## config.mk

```make
export PLATFORM = sky130hd
export DESIGN_NAME = rdy_burst_seq
export DESIGN_NICKNAME = d
export VERILOG_FILES = /design/src/rtl/rbs_pkg.sv /design/src/rtl/rbs_timer.sv /design/src/rtl/rbs_sel_monitor.sv /design/src/rtl/rdy_burst_seq.sv
export SDC_FILE = /design/constraint.sdc
export NUM_CORES = 1
export LEC_CHECK = 0
export ABC_AREA = 1
export BUFFER_PORTS_ARGS = -buffer_cell sky130_fd_sc_hd__buf_2
export CELL_PAD_IN_SITES_DETAIL_PLACEMENT = 1
export CELL_PAD_IN_SITES_GLOBAL_PLACEMENT = 1
export CORE_MARGIN = 8
export CORE_UTILIZATION = 40
export CTS_CLUSTER_DIAMETER = 150
export DETAILED_ROUTE_END_ITERATION = 8
export PLACE_DENSITY = 0.73
export SETUP_SLACK_MARGIN = 0.2
export SYNTH_ARGS = -nofsm -noshare
export SYNTH_HDL_FRONTEND = slang
export SYNTH_HIERARCHICAL = 1
export SYNTH_SLANG_ARGS = --single-unit
```

## constraint.sdc

```tcl
create_clock -name clk -period 3.6 [get_ports clk]
set_clock_uncertainty 0.1 [all_clocks]
set_input_delay 1.08 -clock clk [delete_from_list [all_inputs] [get_ports clk]]
set_output_delay 1.08 -clock clk [all_outputs]
set_load 0.01 [all_outputs]
```

## src/rtl/rbs_pkg.sv

```systemverilog
package rbs_pkg;
  typedef enum logic [3:0] {
    ST_PWR_FLOAT = 4'd0,
    ST_CAL       = 4'd1,
    ST_IDLE      = 4'd2,
    ST_SEL_LOW   = 4'd3,
    ST_XFER      = 4'd4,
    ST_SLEEP     = 4'd5,
    ST_WAKE      = 4'd6,
    ST_WAKE_WAIT = 4'd7,
    ST_DUMMY     = 4'd8,
    ST_BURST     = 4'd9
  } seq_state_e;
endpackage

```

## src/rtl/rbs_timer.sv

```systemverilog
module rbs_timer #(
  parameter int TW = 8
) (
  input  logic          clk,
  input  logic          rst,
  input  logic          load,
  input  logic [TW-1:0] load_val,
  output logic          done
);
  logic [TW-1:0] cnt;

  always_ff @(posedge clk) begin
    if (load)
      cnt <= load_val;
    else if (cnt != '0)
      cnt <= cnt - 1'b1;
  end

  assign done = (cnt == '0);

  // every interval is an exact count of ticks
  p_tick_down_r1: assert property (@(posedge clk) disable iff (rst)
    (!load && cnt != '0) |=> (cnt == $past(cnt) - 1'b1));
endmodule

```

## src/rtl/rbs_sel_monitor.sv

```systemverilog
module rbs_sel_monitor #(
  parameter int SAT = 16
) (
  input  logic                     clk,
  input  logic                     rst,
  input  logic                     sel_i,
  output logic                     sel_rise,
  output logic [$clog2(SAT+1)-1:0] low_ticks
);
  localparam int WW = $clog2(SAT + 1);
  localparam logic [WW-1:0] SAT_W = WW'(SAT);

  logic sel_q;

  always_ff @(posedge clk) begin
    if (rst) begin
      sel_q     <= 1'b1;
      low_ticks <= '0;
    end else begin
      sel_q <= sel_i;
      if (sel_i)
        low_ticks <= '0;
      else if (low_ticks != SAT_W)
        low_ticks <= low_ticks + 1'b1;
    end
  end

  assign sel_rise = sel_i & ~sel_q;

  // the width counter restarts once select is high again
  p_low_clear_r6: assert property (@(posedge clk) disable iff (rst)
    sel_i |=> (low_ticks == '0));
  // the width counter saturates instead of wrapping
  p_low_sat_r6: assert property (@(posedge clk) disable iff (rst)
    (low_ticks <= SAT_W));
endmodule

```

## src/rtl/rdy_burst_seq.sv

```systemverilog
module rdy_burst_seq
  import rbs_pkg::*;
#(
  parameter int T_PWR_FLOAT   = 2000,
  parameter int T_CAL         = 52500,
  parameter int T_SLEEP_ENTRY = 4,
  parameter int T_SLEEP_MAX   = 100000,
  parameter int T_WAKE_FLOAT  = 40,
  parameter int T_WAKE_BURST  = 92,
  parameter int T_DUMMY_MIN   = 1,
  parameter int T_DUMMY_MAX   = 1000,
  parameter int T_DUMMY_BURST = 100,
  parameter int T_FREE_RUN    = 5900
) (
  input  logic clk,
  input  logic rst,
  input  logic sel_i,
  input  logic xfer_edge_i,
  input  logic burst_done_i,
  output logic rdy_oe_o,
  output logic rdy_lvl_o,
  output logic burst_start_o,
  output logic sleep_o
);
  localparam int TSUM = T_PWR_FLOAT + T_CAL + T_SLEEP_ENTRY + T_SLEEP_MAX +
                        T_WAKE_BURST + T_DUMMY_BURST + T_FREE_RUN;
  localparam int TW   = $clog2(TSUM + 1);
  localparam int SAT  = T_DUMMY_MAX + 1;
  localparam int WW   = $clog2(SAT + 1);

  localparam logic [TW-1:0] L_PF  = TW'(T_PWR_FLOAT - 1);
  localparam logic [TW-1:0] L_CAL = TW'(T_CAL - 1);
  localparam logic [TW-1:0] L_SE  = TW'(T_SLEEP_ENTRY - 1);
  localparam logic [TW-1:0] L_SM  = TW'(T_SLEEP_MAX - 1);
  localparam logic [TW-1:0] L_WF  = TW'(T_WAKE_FLOAT - 1);
  localparam logic [TW-1:0] L_WW  = TW'(T_WAKE_BURST - T_WAKE_FLOAT - 1);
  localparam logic [TW-1:0] L_DB  = TW'(T_DUMMY_BURST - 1);
  localparam logic [TW-1:0] L_FR  = TW'(T_FREE_RUN - 1);
  localparam logic [WW-1:0] DMIN_W = WW'(T_DUMMY_MIN);
  localparam logic [WW-1:0] DMAX_W = WW'(T_DUMMY_MAX);

  seq_state_e    state, nxt;
  logic          tmr_load, tmr_done, restart;
  logic [TW-1:0] tmr_val;
  logic          sel_rise;
  logic [WW-1:0] low_ticks;
  logic          width_ok;

  rbs_sel_monitor #(.SAT(SAT)) u_selmon (
    .clk       (clk),
    .rst       (rst),
    .sel_i     (sel_i),
    .sel_rise  (sel_rise),
    .low_ticks (low_ticks)
  );

  rbs_timer #(.TW(TW)) u_timer (
    .clk      (clk),
    .rst      (rst),
    .load     (tmr_load),
    .load_val (tmr_val),
    .done     (tmr_done)
  );

  assign width_ok = (low_ticks >= DMIN_W) && (low_ticks <= DMAX_W);

  always_comb begin
    nxt = state;
    unique case (state)
      ST_PWR_FLOAT: if (tmr_done) nxt = ST_CAL;
      ST_CAL:       if (tmr_done) nxt = ST_IDLE;
      ST_IDLE: begin
        if (!sel_i)        nxt = ST_SEL_LOW;
        else if (tmr_done) nxt = ST_BURST;
      end
      ST_SEL_LOW: begin
        if (xfer_edge_i)   nxt = ST_XFER;
        else if (sel_rise) nxt = width_ok ? ST_DUMMY : ST_IDLE;
      end
      ST_XFER:      if (tmr_done && !xfer_edge_i) nxt = ST_SLEEP;
      ST_SLEEP:     if (sel_i || tmr_done) nxt = ST_WAKE;
      ST_WAKE:      if (tmr_done) nxt = ST_WAKE_WAIT;
      ST_WAKE_WAIT: if (tmr_done) nxt = ST_BURST;
      ST_DUMMY:     if (tmr_done) nxt = ST_BURST;
      ST_BURST:     if (burst_done_i) nxt = ST_IDLE;
      default:      nxt = ST_PWR_FLOAT;
    endcase
    if (rst) nxt = ST_PWR_FLOAT;
  end

  assign restart  = (state == ST_XFER) && xfer_edge_i;
  assign tmr_load = rst || (nxt != state) || restart;

  always_comb begin
    unique case (nxt)
      ST_PWR_FLOAT: tmr_val = L_PF;
      ST_CAL:       tmr_val = L_CAL;
      ST_IDLE:      tmr_val = L_FR;
      ST_XFER:      tmr_val = L_SE;
      ST_SLEEP:     tmr_val = L_SM;
      ST_WAKE:      tmr_val = L_WF;
      ST_WAKE_WAIT: tmr_val = L_WW;
      ST_DUMMY:     tmr_val = L_DB;
      default:      tmr_val = '0;
    endcase
  end

  always_ff @(posedge clk) begin
    if (rst) begin
      state         <= ST_PWR_FLOAT;
      rdy_oe_o      <= 1'b0;
      rdy_lvl_o     <= 1'b0;
      sleep_o       <= 1'b0;
      burst_start_o <= 1'b0;
    end else begin
      state         <= nxt;
      rdy_oe_o      <= (nxt != ST_PWR_FLOAT) && (nxt != ST_WAKE);
      rdy_lvl_o     <= (nxt == ST_IDLE) || (nxt == ST_SEL_LOW) ||
                       (nxt == ST_XFER);
      sleep_o       <= (nxt == ST_SLEEP);
      burst_start_o <= (nxt == ST_BURST) && (state != ST_BURST);
    end
  end

  initial begin
    if (T_WAKE_BURST <= T_WAKE_FLOAT)
      $error("wake-to-burst delay must exceed wake float time");
  end

  // select high in sleep wakes the block with ready floating
  p_wake_on_sel_r3: assert property (@(posedge clk) disable iff (rst)
    (state == ST_SLEEP && sel_i) |=> (!sleep_o && !rdy_oe_o));
  // burst start lasts exactly one cycle
  p_burst_single_r7: assert property (@(posedge clk) disable iff (rst)
    burst_start_o |=> !burst_start_o);
  // completion drives ready high on the next cycle
  p_done_ready_r7: assert property (@(posedge clk) disable iff (rst)
    (state == ST_BURST && burst_done_i) |=> (rdy_oe_o && rdy_lvl_o));
  // a select fall in idle never yields a burst start
  p_fall_beats_free_r9: assert property (@(posedge clk) disable iff (rst)
    (state == ST_IDLE && !sel_i) |=> !burst_start_o);
  // ready stays high while the sleep-entry wait runs
  p_xfer_holds_ready_r2: assert property (@(posedge clk) disable iff (rst)
    (state == ST_XFER && (!tmr_done || xfer_edge_i)) |=> (rdy_lvl_o && !sleep_o));
endmodule

```

==> flow_summary.toml <==
[setup_path]
reg2reg_setup_slack_ns = 0.43
slowest_stage = "edfxtp_1"
end_kind = "flip-flop"
cp_data_arrival_time_ns = 3.12
critPathKind = "reg -> reg"
crit_required_ns = 3.55
slowest_delay_ns = 0.39
start_kind = "flip-flop"
worst-path-max-fanout = 7
cp_cell_sequence = "inv_1, ha_1, nand2_2, nor2_8, nand4_4, nor3_4, inv_2, nand2_1, nand3_1, nand3_1, o211ai_1, nor2_1, nand2_1, nand2_2, inv_1, ha_1, nor3_2, a21oi_2, nor2_1, a21oi_1"

[place]
port_buffers = 8
dpl.hpwl_mm = 5.73
place_area_um2 = 2860
gp_congestion = 0.885

[global_route]
grt_pass1_wl_mm = 12.4
grt_max_degree = 18
grt_pass1_vias = 2654
antenna_found_initial = 0
grt_use_total_pct = 15.7
overflow = 0

[sta]
drv_slew = 0
tns_ns = 0
rsz0062_at_grt = "no"
fin_crit_ns = 3.17
period_share_pct = 88.0
hold_viol_final = 0
setup_viol = 0
clock.fmax_mhz = 316

[synth]
syn_area_per_cell_um2 = 6.66
synth-main-ff-cell = "dfxtp_1"
synthCells = 406
synth_async_sr_flop_share_pct = 0
yosysTopAreaCell = "edfxtp_1"
synth_area_leaders = "edfxtp_1 20%, nand2_1 16%, dfxtp_1 14%, nor2_1 7.8%, inv_1 7.6%"
synth_edf_count = 18
synth-warning-count = 6
yosysMostFrequentCell = "nand2_1"
synth_seq_cells = 37
ys_seq_area_share_pct = 34.1
synth.distinct_cells = 38
synth_common_cells = "118 x nand2_1, 56 x nor2_1, 55 x inv_1, 34 x nand3_1, 19 x dfxtp_1"
synth_top_area_share_pct = 20.0
synthesis.area_um2 = 2700

[route]
wire_per_inst_um = 14.3
vias = 2579
avgViaCountPerCell = 5.07
route.detailed.drc = 0
wl_mm = 7.26
ant_nets = 0
dr.pass1.iters = 4
drtIter0Drc = 73

[clock_network]
cts_buffers = 5
clk_pin_slew_ns = 0.08
cts_root_buffer = "clkbuf_8"
cts.sinks = 37
cts_tree = "built"
cts_buffer_depth = 2
ctsHtreeMaxLevel = 2
ctsHoldBuffers = 0
insertion_delay_ns = 0.29

[layout]
area_delta_synth_final_pct = 11.5
final_nets = 441
final_area_um2 = 3020
drive_gt1_share_pct = 16.3
diodes = 0

[pwr]
p_leak_nw = 1.46
power.total_mw = 1.06
ir_worst_vdd_mv = 0.207
p_per_area_nw_per_um2 = 351

[die]
core_area_um2 = 6680
io_pins = 9
die_h_um = 98.2
num_rows = 30
fp.dieW_um = 98.2
start_util_pct = 40.5
die_area_um2 = 9650

[worst_hold_path]
hold_path.class = "reg -> reg"

[flow_run]
drv_cap = 0

[status]
status = "completed"
==> through the flow <==
step / setup WS [ns] / util, % / instances / hold slack, ns
finish: 0.432 / 45.1 / 509 / 0.422
global route: 0.189 / 45.1 / 509 / 0.447
CTS: 0.210 / 44.0 / 504 / 0.425
detailed placement: 0.218 / 42.8 / 496 / 0.414
global placement: 0.391 / 42.8 / 496 / 0.397
floorplan: 0.222 / - / 407 / 0.378
==> worst paths after layout <==
| kind | start | to | depth (start not counted) |
|---|---|---|---|
| worst min register to register | u_selmon/low_ticks[9] | u_selmon/low_ticks[9] | 2 |
| worst max-delay path | u_timer/cnt[0] | u_timer/cnt[9] | 20 |
| worst max register to register | u_timer/cnt[0] | u_timer/cnt[9] | 20 |
| worst min-delay path | u_selmon/low_ticks[9] | u_selmon/low_ticks[9] | 2 |
==> repair_timing <==
action,CTS,global route
buffers inserted,0,5
gates resized for setup,0,11
setup endpoints to repair,0,37
==> sequential cells by signal, indices dropped and copies added, names as in the netlist <==
register	cells
rdy_oe_o	1
u_timer/cnt	18
state	4
u_selmon/low_ticks	10
rdy_lvl_o	1
burst_start_o	1
sleep_o	1
u_selmon/sel_q	1
==> cell usage in the layout, fill, tap and decap left out, types with 9 or more instances in the layout <==
master	n
nand2_1	116
nor2_1	56
inv_1	53
nand3_1	34
dfxtp_1	19
a21oi_1	18
edfxtp_1	18
buf_4	10
nor2_2	9
==> cells by family (layout without fill, tap and decap cells) <==
| group | after synthesis | count (layout) | share of synthesized area [%] |
|---|---|---|---|
| AO/OA/AOI/OAI | 40 | 40 | 8.24 |
| XOR/XNOR | 6 | 6 | 1.94 |
| adder cells (fa/ha/maj) | 8 | 8 | 3.70 |
| buffers and inverters | 66 | 88 | 9.81 |
| flip-flops | 37 | 37 | 34.1 |
| other | 1 | 2 | 0.139 |
| AND/OR/NAND/NOR | 248 | 248 | 42.1 |
==> report_power, final <==
part | switching [mW] | total (mW) | internal, mW
sequential | 0.0423 | 0.534 | 0.492
clock | 0.160 | 0.295 | 0.135
combinational | 0.152 | 0.230 | 0.0781
==> worst max-delay path, delay by kind of cell (launching register included) <==
family	cells	cell delay (ns)
buf+inv	3	0.28
fa+ha+maj	2	0.42
simple gates	12	1.51
compound gates	3	0.21
flops	1	0.39
==> metal layers <==
layer  up-vias  global-route usage [%]  share of wire (%)
met1      1229                    19.4                 49
met3        10                    2.63                1.9
met4         0                    4.49                1.6
met2        20                    27.2                 47
met5         -                       0                  0
li1       1320                       -                  -
==> layout make-up <==
type | count | area (µm²)
inverter | 61 | 230
sequential | 37 | 921
fill | 892 | 3670
tap | 80 | 100
clock inverter | 2 | 11.3
timing repair buffer | 19 | 126
clock buffer | 6 | 72.6
multi-input combinational | 304 | 1550
No activity file was read; power rests on OpenSTA's default activity.
